`config.mk`:
```
export PLATFORM = sky130hd
export DESIGN_NAME = shuf_perm_net
export DESIGN_NICKNAME = d
export VERILOG_FILES = /design/src/rtl/shuf_pkg.sv /design/src/rtl/shuf_delay_line.sv /design/src/rtl/shuf_xchg_stage.sv /design/src/rtl/shuf_perm_net.sv
export SDC_FILE = /design/constraint.sdc
export NUM_CORES = 1
export LEC_CHECK = 0
export CAP_MARGIN = 30
export CORE_MARGIN = 2
export CORE_UTILIZATION = 62
export DETAILED_ROUTE_END_ITERATION = 16
export PLACE_DENSITY = 0.8
export SETUP_SLACK_MARGIN = 0.5
export SLEW_MARGIN = 0
export SYNTH_ARGS = -nofsm -noshare
export SYNTH_HDL_FRONTEND = slang
export SYNTH_SLANG_ARGS = --single-unit
```
`constraint.sdc`:
```
create_clock -name clk -period 4.8 [get_ports clk]
set_clock_uncertainty 0.2 [all_clocks]
set_input_delay 0.96 -clock clk [delete_from_list [all_inputs] [get_ports clk]]
set_output_delay 0.96 -clock clk [all_outputs]
set_load 0.05 [all_outputs]
```
`src/rtl/shuf_pkg.sv`:
```
package shuf_pkg;

    typedef enum logic {
        ST_IDLE = 1'b0,
        ST_RUN  = 1'b1
    } xchg_state_e;

    // Span (delay depth) of exchange stage s in a cascade for 2^m points.
    function automatic int stage_span(input int m, input int s);
        return 1 << (m - 2 - s);
    endfunction

endpackage

```
`src/rtl/shuf_delay_line.sv`:
```
module shuf_delay_line #(
    parameter int WIDTH = 16,
    parameter int DEPTH = 4
) (
    input  logic             clk,
    input  logic             rst_n,
    input  logic [WIDTH-1:0] din,
    output logic [WIDTH-1:0] dout
);

    logic [WIDTH-1:0] taps [DEPTH];

    always_ff @(posedge clk or negedge rst_n) begin
        if (!rst_n) begin
            for (int i = 0; i < DEPTH; i++) begin
                taps[i] <= '0;
            end
        end else begin
            taps[0] <= din;
            for (int i = 1; i < DEPTH; i++) begin
                taps[i] <= taps[i-1];
            end
        end
    end

    assign dout = taps[DEPTH-1];

endmodule

```
`src/rtl/shuf_xchg_stage.sv`:
```
module shuf_xchg_stage import shuf_pkg::*; #(
    parameter int DATA_W = 16,
    parameter int M      = 4,
    parameter int SPAN   = 4
) (
    input  logic              clk,
    input  logic              rst_n,
    input  logic              i_valid,
    input  logic              i_sof,
    input  logic [DATA_W-1:0] i_data,
    output logic              o_valid,
    output logic              o_sof,
    output logic [DATA_W-1:0] o_data
);

    localparam int LK = $clog2(SPAN);
    localparam logic [M-1:0] LAST_POS = {M{1'b1}};

    xchg_state_e       st_q, st_d;
    logic [M-1:0]      pos_q, pos_d;
    logic              exch;
    logic [DATA_W-1:0] line_in, line_out;
    logic [1:0]        flag_out;

    // State register
    always_ff @(posedge clk or negedge rst_n) begin
        if (!rst_n) begin
            st_q  <= ST_IDLE;
            pos_q <= '0;
        end else begin
            st_q  <= st_d;
            pos_q <= pos_d;
        end
    end

    // Next state and position
    always_comb begin
        st_d  = st_q;
        pos_d = pos_q;
        unique case (st_q)
            ST_IDLE: begin
                if (i_valid && i_sof) begin
                    st_d  = ST_RUN;
                    pos_d = M'(1);
                end
            end
            ST_RUN: begin
                if (i_valid) begin
                    if (i_sof) begin
                        pos_d = M'(1);
                    end else if (pos_q == LAST_POS) begin
                        st_d  = ST_IDLE;
                        pos_d = '0;
                    end else begin
                        pos_d = pos_q + M'(1);
                    end
                end
            end
            default: begin
                st_d  = ST_IDLE;
                pos_d = '0;
            end
        endcase
    end

    // Outputs: swap the third span of each four-span group with the second
    always_comb begin
        exch    = (st_q == ST_RUN) && i_valid && !i_sof &&
                  (pos_q[LK+1:LK] == 2'b10);
        line_in = exch ? line_out : i_data;
        o_data  = exch ? i_data : line_out;
        o_valid = flag_out[1];
        o_sof   = flag_out[0];
    end

    shuf_delay_line #(.WIDTH(DATA_W), .DEPTH(SPAN)) u_data_line (
        .clk  (clk),
        .rst_n(rst_n),
        .din  (line_in),
        .dout (line_out)
    );

    shuf_delay_line #(.WIDTH(2), .DEPTH(SPAN)) u_flag_line (
        .clk  (clk),
        .rst_n(rst_n),
        .din  ({i_valid, i_valid & i_sof}),
        .dout (flag_out)
    );

endmodule

```
`src/rtl/shuf_perm_net.sv`:
```
module shuf_perm_net import shuf_pkg::*; #(
    parameter int M      = 4,
    parameter int DATA_W = 16
) (
    input  logic              clk,
    input  logic              rst_n,
    input  logic              in_valid,
    input  logic              in_sof,
    input  logic [DATA_W-1:0] in_data,
    output logic              out_valid,
    output logic              out_sof,
    output logic [DATA_W-1:0] out_data
);

    localparam int STAGES = M - 1;

    logic [DATA_W-1:0] d_chain [STAGES+1];
    logic [STAGES:0]   v_chain;
    logic [STAGES:0]   s_chain;

    assign d_chain[0] = in_data;
    assign v_chain[0] = in_valid;
    assign s_chain[0] = in_valid & in_sof;

    for (genvar s = 0; s < STAGES; s++) begin : g_stage
        shuf_xchg_stage #(
            .DATA_W(DATA_W),
            .M     (M),
            .SPAN  (stage_span(M, s))
        ) u_xchg (
            .clk    (clk),
            .rst_n  (rst_n),
            .i_valid(v_chain[s]),
            .i_sof  (s_chain[s]),
            .i_data (d_chain[s]),
            .o_valid(v_chain[s+1]),
            .o_sof  (s_chain[s+1]),
            .o_data (d_chain[s+1])
        );
    end

    // Output register cuts the bypass path of the exchange multiplexers
    always_ff @(posedge clk or negedge rst_n) begin
        if (!rst_n) begin
            out_valid <= 1'b0;
            out_sof   <= 1'b0;
            out_data  <= '0;
        end else begin
            out_valid <= v_chain[STAGES];
            out_sof   <= s_chain[STAGES];
            out_data  <= d_chain[STAGES];
        end
    end

endmodule

```
==> results.md <==
- Pin count of the biggest net entering global routing: 116
- GPL Wtd Cong: 0.8277
- Final core utilization: 75.65%
- Cell area after synthesis: 0.005674 mm²
- Nets@finish: 475
- Routed Antenna Nets: 0
- Net Switching: 0.001322 W
- DIE HEIGHT: 99.67 µm
- Critical path fanouts, max: 17
- Initial antenna violation count: 0
- Commonest non-fill, non-tap cells in the layout: dfrtp_1, mux2_2, clkdlybuf4s50_1, a31oi_1, o21ai_0
- Warnings from Yosys: 0
- Clk Latency, worst-skew pair: 520 ps
- CTS tree: done
- Leakage power: 2.870 nW
- Drt drc: 0
- Drt total wl: 10330 µm
- Die area: 0.009933 mm²
- RSZ-0062 raised after global routing: no
- Chip Width: 99.67 µm
- Flip-flop and latch count after synthesis: 159
- Post-DP HPWL: 6251 µm
- Drt first pass iters: 4
- Syn_area_per_cell: 13.74 µm²
- CP required: 5010 ps
- First-pass GRT wire length: 17080 µm
- Sw Share: 33.20%
- Starting DRT DRC Count: 202
- Setup slack after layout: 1751 ps
- Grt ovf: 0
- Slowest CP cell: nor2_2
- Commonest non-fill, non-tap cell in the layout: dfrtp_1
- Max-slew violations: 0
- Min Tclk post-route: 3049 ps
- Gr usage total: 22.79%
- # hold bufs at CTS: 0
- Post_cts resized: 0
- Pre-CTS setup slack: 1250 ps
- # Post-CTS Setup Buffers: 0
- Initial core utilization: 64.44%
- Tightest Hold Check Type: input port to asynchronous set/reset pin
- Clock sinks: 159
- Buf/Inv on CP: 1
- Area grow syn2layout: 17.40%
- Synthesized netlist net count: 437
- Final-report hold violation count: 0
- Setup crit end kind: register
- MaxCap Viol Count: 0
- Outcome: completed
- Post-Layout Cell Count: 572
- Startpoint type of the worst setup path: input port
- Post-synthesis sequential area ratio: 70.12%
- Cell family with most CP delay: simple AND/OR/NAND/NOR gates
- Vias in the first global route: 3400
- DP Cell Count: 539
- Sequential group share of total power: 44.7%
- Final period utilization: 63.52%
- Maximum vdd drop: 0.2747 mV
- Synth cell types: 42
- Buffers added on ports: 37
- Crit path kind: input port to register
- Worst-margin pin slew: 1015 ps
- I/O pins: 38
- CTS Buf Count: 17
- Via count: 3379
- Combinational Power Share: 23.4%
- ANT cells: 0
- Synth Instances: 413
- Root Buffer: clkbuf_8
- Clock Tree Buf Depth: 2
- Fill cells: 528
- Int Pwr: 0.002660 W
- Power Density: 597.8 mW/mm²
- Reg clk slew, reported paths: 70 ps
- Core Area: 0.008806 mm²
- Routed WL per cell: 18.07 µm
- H-tree depth: 4
- Cell row count: 34
- Worst hold slack: 34.88 ps
- Relative slew slack: 32.22%
- Setup TNS: 0 ps
- CP max stage delay: 810 ps
- Critical Path AT: 3260 ps
- Detail-routed via count per cell: 5.907
- Layout cells sized above 1: 18.32%
- Critical path, cell by cell: clkdlybuf4s50_1, nand3b_1, nor2_2, mux2_2
- Clk network pwr share: 32.0%
- Fmax: 0.3280 GHz
- Final setup violation count: 0
[synthesized netlist by cell type, drive strengths merged]
cell type | instances | area [µm²]
o2bb2ai | 2 | 17.52
o22ai | 3 | 18.77
a21oi | 22 | 110.1
ha | 4 | 50.05
inv | 11 | 41.29
nor2b | 2 | 12.51
o31a | 2 | 17.52
a31oi | 35 | 219.0
nor3 | 1 | 5.000
and4bb | 1 | 12.51
mux2 | 46 | 518.0
buf | 16 | 106.3
clkbuf | 6 | 25.02
and2b | 1 | 7.510
nand2 | 14 | 52.55
dfrtp | 159 | 3979
a21o | 4 | 30.03
a22oi | 1 | 7.510
nand3 | 18 | 90.09
a22o | 1 | 8.760
o21ai | 26 | 130.1
o31ai | 2 | 15.01
nand4 | 3 | 18.77
nand2b | 1 | 6.260
nand3b | 1 | 7.510
and2 | 4 | 27.53
a311oi | 1 | 8.760
o41ai | 1 | 8.760
a31o | 2 | 17.52
and3b | 2 | 17.52
nor2 | 20 | 77.58
mux2i | 1 | 10.01
[cells by family (layout without fill, tap and decap cells)]
group	Yosys count	count (layout)	synth area share (%)
AND/OR/NAND/NOR	68	68	5.910
AO/OA/AOI/OAI	102	102	10.74
flip-flops	159	159	70.12
buffers and inverters	33	84	3.043
multiplexers	47	47	9.305
adder cells (fa/ha/maj)	4	4	0.8821
[sequential cells by signal, indices dropped and copies added, names as in the netlist]
signal / cells
g_stage.u_xchg.pos_q: 12
out_valid: 1
g_stage.u_xchg.st_q: 3
g_stage.u_xchg.u_data_line.dout: 48
out_data: 16
out_sof: 1
g_stage.u_xchg.u_flag_line.dout: 6
g_stage.u_xchg.u_flag_line.taps: 8
g_stage.u_xchg.u_data_line.taps: 64
[routing by layer]
metal | track usage [%] | vias to the layer above | routed length (µm)
li1 | - | 1544 | -
met1 | 33.58 | 1717 | 4966
met2 | 33.21 | 105 | 4720
met3 | 6.817 | 13 | 513
met4 | 7.482 | 0 | 134
met5 | 0 | - | 0
[through the flow]
stage,power [W],cell area [µm²]
after floorplan,0.002427,5674
after global placement,0.002672,6072
after detailed placement,0.002717,6072
after CTS,0.004011,6634
after global routing,0.004166,6661
final,0.003982,6661
[power by group through the flow]
stage	clock (W)	combinational, W	sequential [W]
2_1_floorplan	0	0.000440	0.00199
3_3_place_gp	0	0.000892	0.00178
3_5_place_dp	0	0.000921	0.00180
4_1_cts	0.00130	0.000934	0.00178
5_1_grt	0.00135	0.00100	0.00181
6_report	0.00127	0.000930	0.00178
[final timing paths]
| path | from | to | cells past startpoint | slack [ps] |
|---|---|---|---|---|
| worst max-delay path | in_valid | g_stage[0].u_xchg.u_data_line.taps[59] | 4 | 1750 |
| worst min register to register | g_stage[1].u_xchg.u_flag_line.taps[3] | g_stage[1].u_xchg.u_flag_line.dout[1] | 0 | 140 |
| max in group asynchronous | rst_n | g_stage[0].u_xchg.u_data_line.taps[62] | 3 | 3310 |
| worst min-delay path | rst_n | g_stage[2].u_xchg.pos_q[0] | 1 | 30 |
| min in group clk | g_stage[1].u_xchg.u_flag_line.taps[3] | g_stage[1].u_xchg.u_flag_line.dout[1] | 0 | 140 |
| worst max register to register | g_stage[0].u_xchg.u_flag_line.dout[0] | g_stage[1].u_xchg.u_data_line.taps[26] | 4 | 2130 |
[worst register-to-register path, stage by stage, from the launching register on]
cell and delay [ps]:
dfrtp_1 450, and4bb_1 720, nand2_1 750, nor2_1 310
a31oi_1 70
[final cells by class]
class / count / area [µm²] / share of cell area, %
flip-flops and latches: 159 / 3979 / 59.73
multi-input cells: 221 / 1523 / 22.86
clock buffers: 18 / 427.9 / 6.424
repair buffers: 41 / 421.7 / 6.330
well taps: 108 / 135.1 / 2.029
clock inverters: 14 / 133.9 / 2.010
inverters: 11 / 41.29 / 0.6198
Power figures use the tool's default switching activity.
